===== src/rtl/aud_clkgen_pkg.sv =====
package aud_clkgen_pkg;
  localparam int CODE_W  = 4;
  localparam int N_CLK   = 2;
  localparam int WORD_W  = N_CLK * CODE_W + N_CLK;
  localparam int EN_LSB  = N_CLK * CODE_W;
  localparam int HALF_W  = 7;

  typedef logic [CODE_W-1:0] div_code_t;
  typedef logic [HALF_W-1:0] half_t;

  // Half-period length in module clocks; 0 marks codes 0 and 1.
  function automatic half_t code_to_half(input div_code_t code);
    case (code)
      4'd2:    code_to_half = half_t'(1);
      4'd3:    code_to_half = half_t'(2);
      4'd4:    code_to_half = half_t'(3);
      4'd5:    code_to_half = half_t'(4);
      4'd6:    code_to_half = half_t'(6);
      4'd7:    code_to_half = half_t'(8);
      4'd8:    code_to_half = half_t'(12);
      4'd9:    code_to_half = half_t'(16);
      4'd10:   code_to_half = half_t'(24);
      4'd11:   code_to_half = half_t'(32);
      4'd12:   code_to_half = half_t'(48);
      4'd13:   code_to_half = half_t'(64);
      4'd14:   code_to_half = half_t'(88);
      4'd15:   code_to_half = half_t'(96);
      default: code_to_half = half_t'(0);
    endcase
  endfunction
endpackage


===== src/rtl/aud_clkgen_decode.sv =====
module aud_clkgen_decode
  import aud_clkgen_pkg::*;
(
  input  div_code_t code_i,
  output half_t     half_o,
  output logic      unit_o,
  output logic      bad_o
);
  always_comb begin
    half_o = code_to_half(code_i);
    unit_o = (code_i == div_code_t'(1));
    bad_o  = (code_i == div_code_t'(0));
  end
endmodule


===== src/rtl/aud_clkgen_div.sv =====
module aud_clkgen_div
  import aud_clkgen_pkg::*;
(
  input  logic      clk,
  input  logic      rst_n,
  input  logic      srst,
  input  div_code_t code_i,
  input  logic      en_i,
  output logic      div_o,
  output div_code_t act_code_o,
  output logic      phase_o
);
  div_code_t act_q, act_d;
  half_t     cnt_q, cnt_d;
  logic      ph_q, ph_d;
  half_t     half;
  logic      unit, bad, at_half, tc;

  aud_clkgen_decode u_dec (
    .code_i (act_q),
    .half_o (half),
    .unit_o (unit),
    .bad_o  (bad)
  );

  // next-state
  always_comb begin
    at_half = (cnt_q == half - half_t'(1));
    tc      = bad | unit | (ph_q & at_half);
    act_d   = act_q;
    cnt_d   = cnt_q;
    ph_d    = ph_q;
    if (srst) begin
      act_d = '0;
      cnt_d = '0;
      ph_d  = 1'b0;
    end else if (tc) begin
      act_d = code_i;
      cnt_d = '0;
      ph_d  = 1'b0;
    end else if (at_half) begin
      cnt_d = '0;
      ph_d  = 1'b1;
    end else begin
      cnt_d = cnt_q + half_t'(1);
    end
  end

  // registers
  always_ff @(posedge clk or negedge rst_n) begin
    if (!rst_n) begin
      act_q <= '0;
      cnt_q <= '0;
      ph_q  <= 1'b0;
    end else begin
      act_q <= act_d;
      cnt_q <= cnt_d;
      ph_q  <= ph_d;
    end
  end

  assign div_o      = en_i & ~srst & (unit ? clk : ph_q);
  assign act_code_o = act_q;
  assign phase_o    = ph_q;
endmodule


===== src/rtl/aud_clkgen.sv =====
module aud_clkgen
  import aud_clkgen_pkg::*;
(
  input  logic              clk,
  input  logic              rst_n,
  input  logic              srst,
  input  logic              wr_en,
  input  logic [WORD_W-1:0] wr_data,
  output logic              mclk_o,
  output logic              bclk_o,
  output logic [N_CLK-1:0]  code_err_o
);
  logic [WORD_W-1:0] cfg_q, cfg_d;
  logic [N_CLK-1:0]  div_out;
  logic [N_CLK-1:0]  ph;
  div_code_t         act_code [N_CLK];

  always_comb begin
    cfg_d = cfg_q;
    if (wr_en) cfg_d = wr_data;
  end

  always_ff @(posedge clk or negedge rst_n) begin
    if (!rst_n) cfg_q <= '0;
    else        cfg_q <= cfg_d;
  end

  // channel 0 = master clock, channel 1 = bit clock
  for (genvar g = 0; g < N_CLK; g++) begin : gen_ch
    assign code_err_o[g] = (cfg_q[g*CODE_W +: CODE_W] == div_code_t'(0));
    aud_clkgen_div u_div (
      .clk        (clk),
      .rst_n      (rst_n),
      .srst       (srst),
      .code_i     (cfg_q[g*CODE_W +: CODE_W]),
      .en_i       (cfg_q[EN_LSB + g]),
      .div_o      (div_out[g]),
      .act_code_o (act_code[g]),
      .phase_o    (ph[g])
    );
  end

  assign mclk_o = div_out[0];
  assign bclk_o = div_out[1];
endmodule


===== config.mk =====
export PLATFORM = sky130hd
export DESIGN_NAME = aud_clkgen
export DESIGN_NICKNAME = d
export VERILOG_FILES = /design/src/rtl/aud_clkgen_pkg.sv /design/src/rtl/aud_clkgen_decode.sv /design/src/rtl/aud_clkgen_div.sv /design/src/rtl/aud_clkgen.sv
export SDC_FILE = /design/constraint.sdc
export NUM_CORES = 1
export LEC_CHECK = 0
export BUFFER_PORTS_ARGS = -buffer_cell sky130_fd_sc_hd__buf_2
export CELL_PAD_IN_SITES_DETAIL_PLACEMENT = 0
export CELL_PAD_IN_SITES_GLOBAL_PLACEMENT = 2
export CORE_UTILIZATION = 35
export CTS_BUF_LIST = sky130_fd_sc_hd__clkbuf_4 sky130_fd_sc_hd__clkbuf_8 sky130_fd_sc_hd__clkbuf_16
export CTS_CLUSTER_DIAMETER = 40
export DETAILED_ROUTE_END_ITERATION = 8
export PLACE_DENSITY = 0.76
export SETUP_SLACK_MARGIN = 0.3
export SLEW_MARGIN = 20
export SYNTH_ARGS = -nofsm -noshare
export SYNTH_HDL_FRONTEND = slang
export SYNTH_SLANG_ARGS = --single-unit
export TNS_END_PERCENT = 1

===== constraint.sdc =====
create_clock -name clk -period 2.9 [get_ports clk]
set_input_delay 0.29 -clock clk [delete_from_list [all_inputs] [get_ports clk]]
set_output_delay 0.29 -clock clk [all_outputs]
set_load 0.01 [all_outputs]

==> results.toml <==
[synthesis]
avgSynthCellArea_um2 = 9.56
netlist.top_cell.by_area = "dfrtp_1"
synth_edf_count = 0
synth_area_um2 = 2490
synth_seq_cells = 34
synth_cell_types = 52
synth_seq_area_share = 0.341
syn_nets = 291
synthTopCellsByArea = "dfrtp_1, ha_1, xnor2_1"
ys.flop_type = "dfrtp_1"
ys_warn_count = 0
synth_top_area_share = 0.341
syn_inst = 261
async_flop_share = 1.00

[sta]
finalSetupViolCount = 0
fmax_mhz = 395
fin_tns_setup_ns = 0
worst_pin_slew_ns = 0.750
hold_viol = 0
rsz0062_at_grt = "yes"
fin_crit_sh = 0.872
slew_violations = 0
finalClockSkew_ns = 0.00990
slew_headroom = 0.500
period_needed_ns = 2.53

[critical_path]
critical_path_class = "register to register"
cp_data_arrival_time_ns = 2.80
crit_path_end_kind = "register"
cp.required_ns = 3.17
start_kind = "register"
crit_fanout = 4
reg2reg_depth = 10

[worst_hold_path]
hold_path_class = "primary input to register"
hold_path_depth = 2

[final_layout]
stdcell_area_um2 = 3230
drive_gt1_frac = 0.379
n_antenna_cell = 0
syn2layout_area_growth_pct = 29.3
fin_nets = 337
fillers = 680

[grt]
grt_pass1_vias = 2032
grt_usage = 0.162
grt_pass1_wl_um = 9290
grt-ovfl-total = 0
met2_usage = 0.255
antenna_found_initial = 0
gr-usage-met1 = 0.204
grt_max_degree = 35
met3_usage = 0.0476
top_usage_layer = "met2"

[power_and_ir_drop]
p_leak_nw = 1.38
powerDensity_nw_per_um2 = 1170
vdd_ir_drop_max_uv = 415

[cts]
clk_pin_slew_ns = 0.07
cts_tree = "done"
insertion_delay_ns = 0.39

[route]
viasPerCell = 4.94
post_drt_wl_per_cell_um = 13.7
antenna_left = 0
vias = 2002
drt_iter0_markers = 71
wl_um = 5540
drc = 0
firstDrtPassIters = 4

[die]
rows = 30
die_area_um2 = 7470
core_um2 = 6830
die_w_um = 86.4
start_util = 0.365
die_h_um = 86.4
io-pin-count = 18

[run]
maxCapViolCount = 0

[place]
portBuffers = 17
globalplace.congestion = 0.776
hpwl_um = 3880
placed_cell_area_um2 = 2720

[outcome]
status = "complete, no violations"
==> final cells by class <==
type                            instances  area, µm²  area share
Multi-Input combinational cell        204       1740       0.541
Sequential cell                        34        856       0.265
Timing Repair Buffer                   42        284      0.0880
Clock buffer                           14        163      0.0504
Tap cell                               96        120      0.0372
Inverter                               14       55.1      0.0171
Clock inverter                          1       5.00     0.00155
==> path summary, 6_finish.rpt <==
| kind | startpoint | end | slack (ns) |
|---|---|---|---|
| max reg2reg | gen_ch[0].u_div.act_code_o[1] | gen_ch[0].u_div.act_code_o[1] | 0.37 |
| max | gen_ch[0].u_div.act_code_o[1] | gen_ch[0].u_div.act_code_o[1] | 0.37 |
| min reg2reg | gen_ch[0].u_div.cnt_q[0] | gen_ch[0].u_div.cnt_q[0] | 0.50 |
| max in group asynchronous | rst_n | gen_ch[0].u_div.act_code_o[1] | 1.88 |
| min in group asynchronous | rst_n | cfg_q[8] | 0.50 |
| min | wr_data[0] | cfg_q[0] | 0.13 |
==> state kept, by name, summed over array words and instances, names as in the netlist <==
name and flops:
gen_ch.u_div.phase_o 2, cfg_q 10, gen_ch.u_div.act_code_o 8, gen_ch.u_div.cnt_q 14
==> metal layers <==
metal	wire [µm]	vias up
met2	2630	37
li1	-	1002
met1	2660	950
met5	0	-
met3	149	13
met4	101	0
==> power breakdown <==
group	switching, mW	internal, mW	total (mW)	leakage, nW
Sequential	0.134	0.567	0.701	0.438
Clock	0.212	0.342	0.553	0.107
Combinational	1.24	1.27	2.51	0.830
Total	1.58	2.18	3.76	1.38
==> cells by family after synthesis <==
logic type / Yosys count / share of synthesized area
adders and majority gates: 16 / 0.0802
AOI/OAI and AO/OA: 43 / 0.137
xor gates and xnor gates: 30 / 0.105
muxes: 20 / 0.0873
and+or+nand+nor: 95 / 0.205
DFF: 34 / 0.341
buffers and inverters: 23 / 0.0436
==> through the flow <==
stage / util / total power, mW / worst slack, ns / instances / hold WS [ns]
finish: 0.472 / 3.76 / 0.370 / 405 / 0.132
global placement: 0.399 / 2.62 / 0.170 / 375 / 0.403
detailed placement: 0.399 / 2.60 / 0.106 / 375 / 0.400
global route: 0.472 / 4.06 / 0.256 / 405 / 0.112
CTS: 0.438 / 3.35 / 0.291 / 396 / 0.123
floorplan: - / 2.20 / 0.312 / 261 / -0.00559
==> placed cells by master, fill, tap and decap left out, drive strengths merged, types with 2 or more instances in the layout <==
master    n
a21oi     9
mux2     14
a21boi    2
nor4      2
a2111oi   2
o32ai     4
nor3      5
o21bai    2
clkbuf   12
and3      4
nand2    13
nand2b   16
o21ai     7
ha       16
buf      43
inv      14
nand4     4
nor2     24
nor2b     4
dfrtp    34
xor2     10
o31a      2
o21a      3
nand3b    2
nand3     8
or2       3
mux2i     6
or3       5
xnor2    20
nor3b     4
==> critical path, cell delays in order (launching register included) <==
cell and delay [ns]:
dfrtp_2 0.44, ha_2 0.20, nor2b_2 0.15, o21a_1 0.20
inv_2 0.08, ha_4 0.21, xnor2_2 0.14, a2111oi_4 0.29
nand3_2 0.16, o32a_4 0.41, mux2i_1 0.13
==> synthesized netlist by cell type (all sizes together) (2+ instances only) <==
cell and count:
a2111oi 2, a21boi 2, a21oi 9, and3 4
buf 6, clkbuf 3, dfrtp 34, ha 16
inv 14, mux2 14, mux2i 6, nand2 13
nand2b 16, nand3 8, nand3b 2, nand4 4
nor2 24, nor2b 4, nor3 5, nor3b 4
nor4 2, o21a 3, o21ai 7, o21bai 2
o31a 2, o32ai 4, or2 3, or3 5
xnor2 20, xor2 10
==> what timing repair did <==
action | CTS | global route
resized for setup | 12 | 32
hold buffers | 1 | 0
setup buffers | 7 | 9
hold endpoints to repair | 25 | 0
pin swaps | 8 | 14
endpoints found under the setup margin | 16 | 18
No activity file was read; power rests on OpenSTA's default activity.
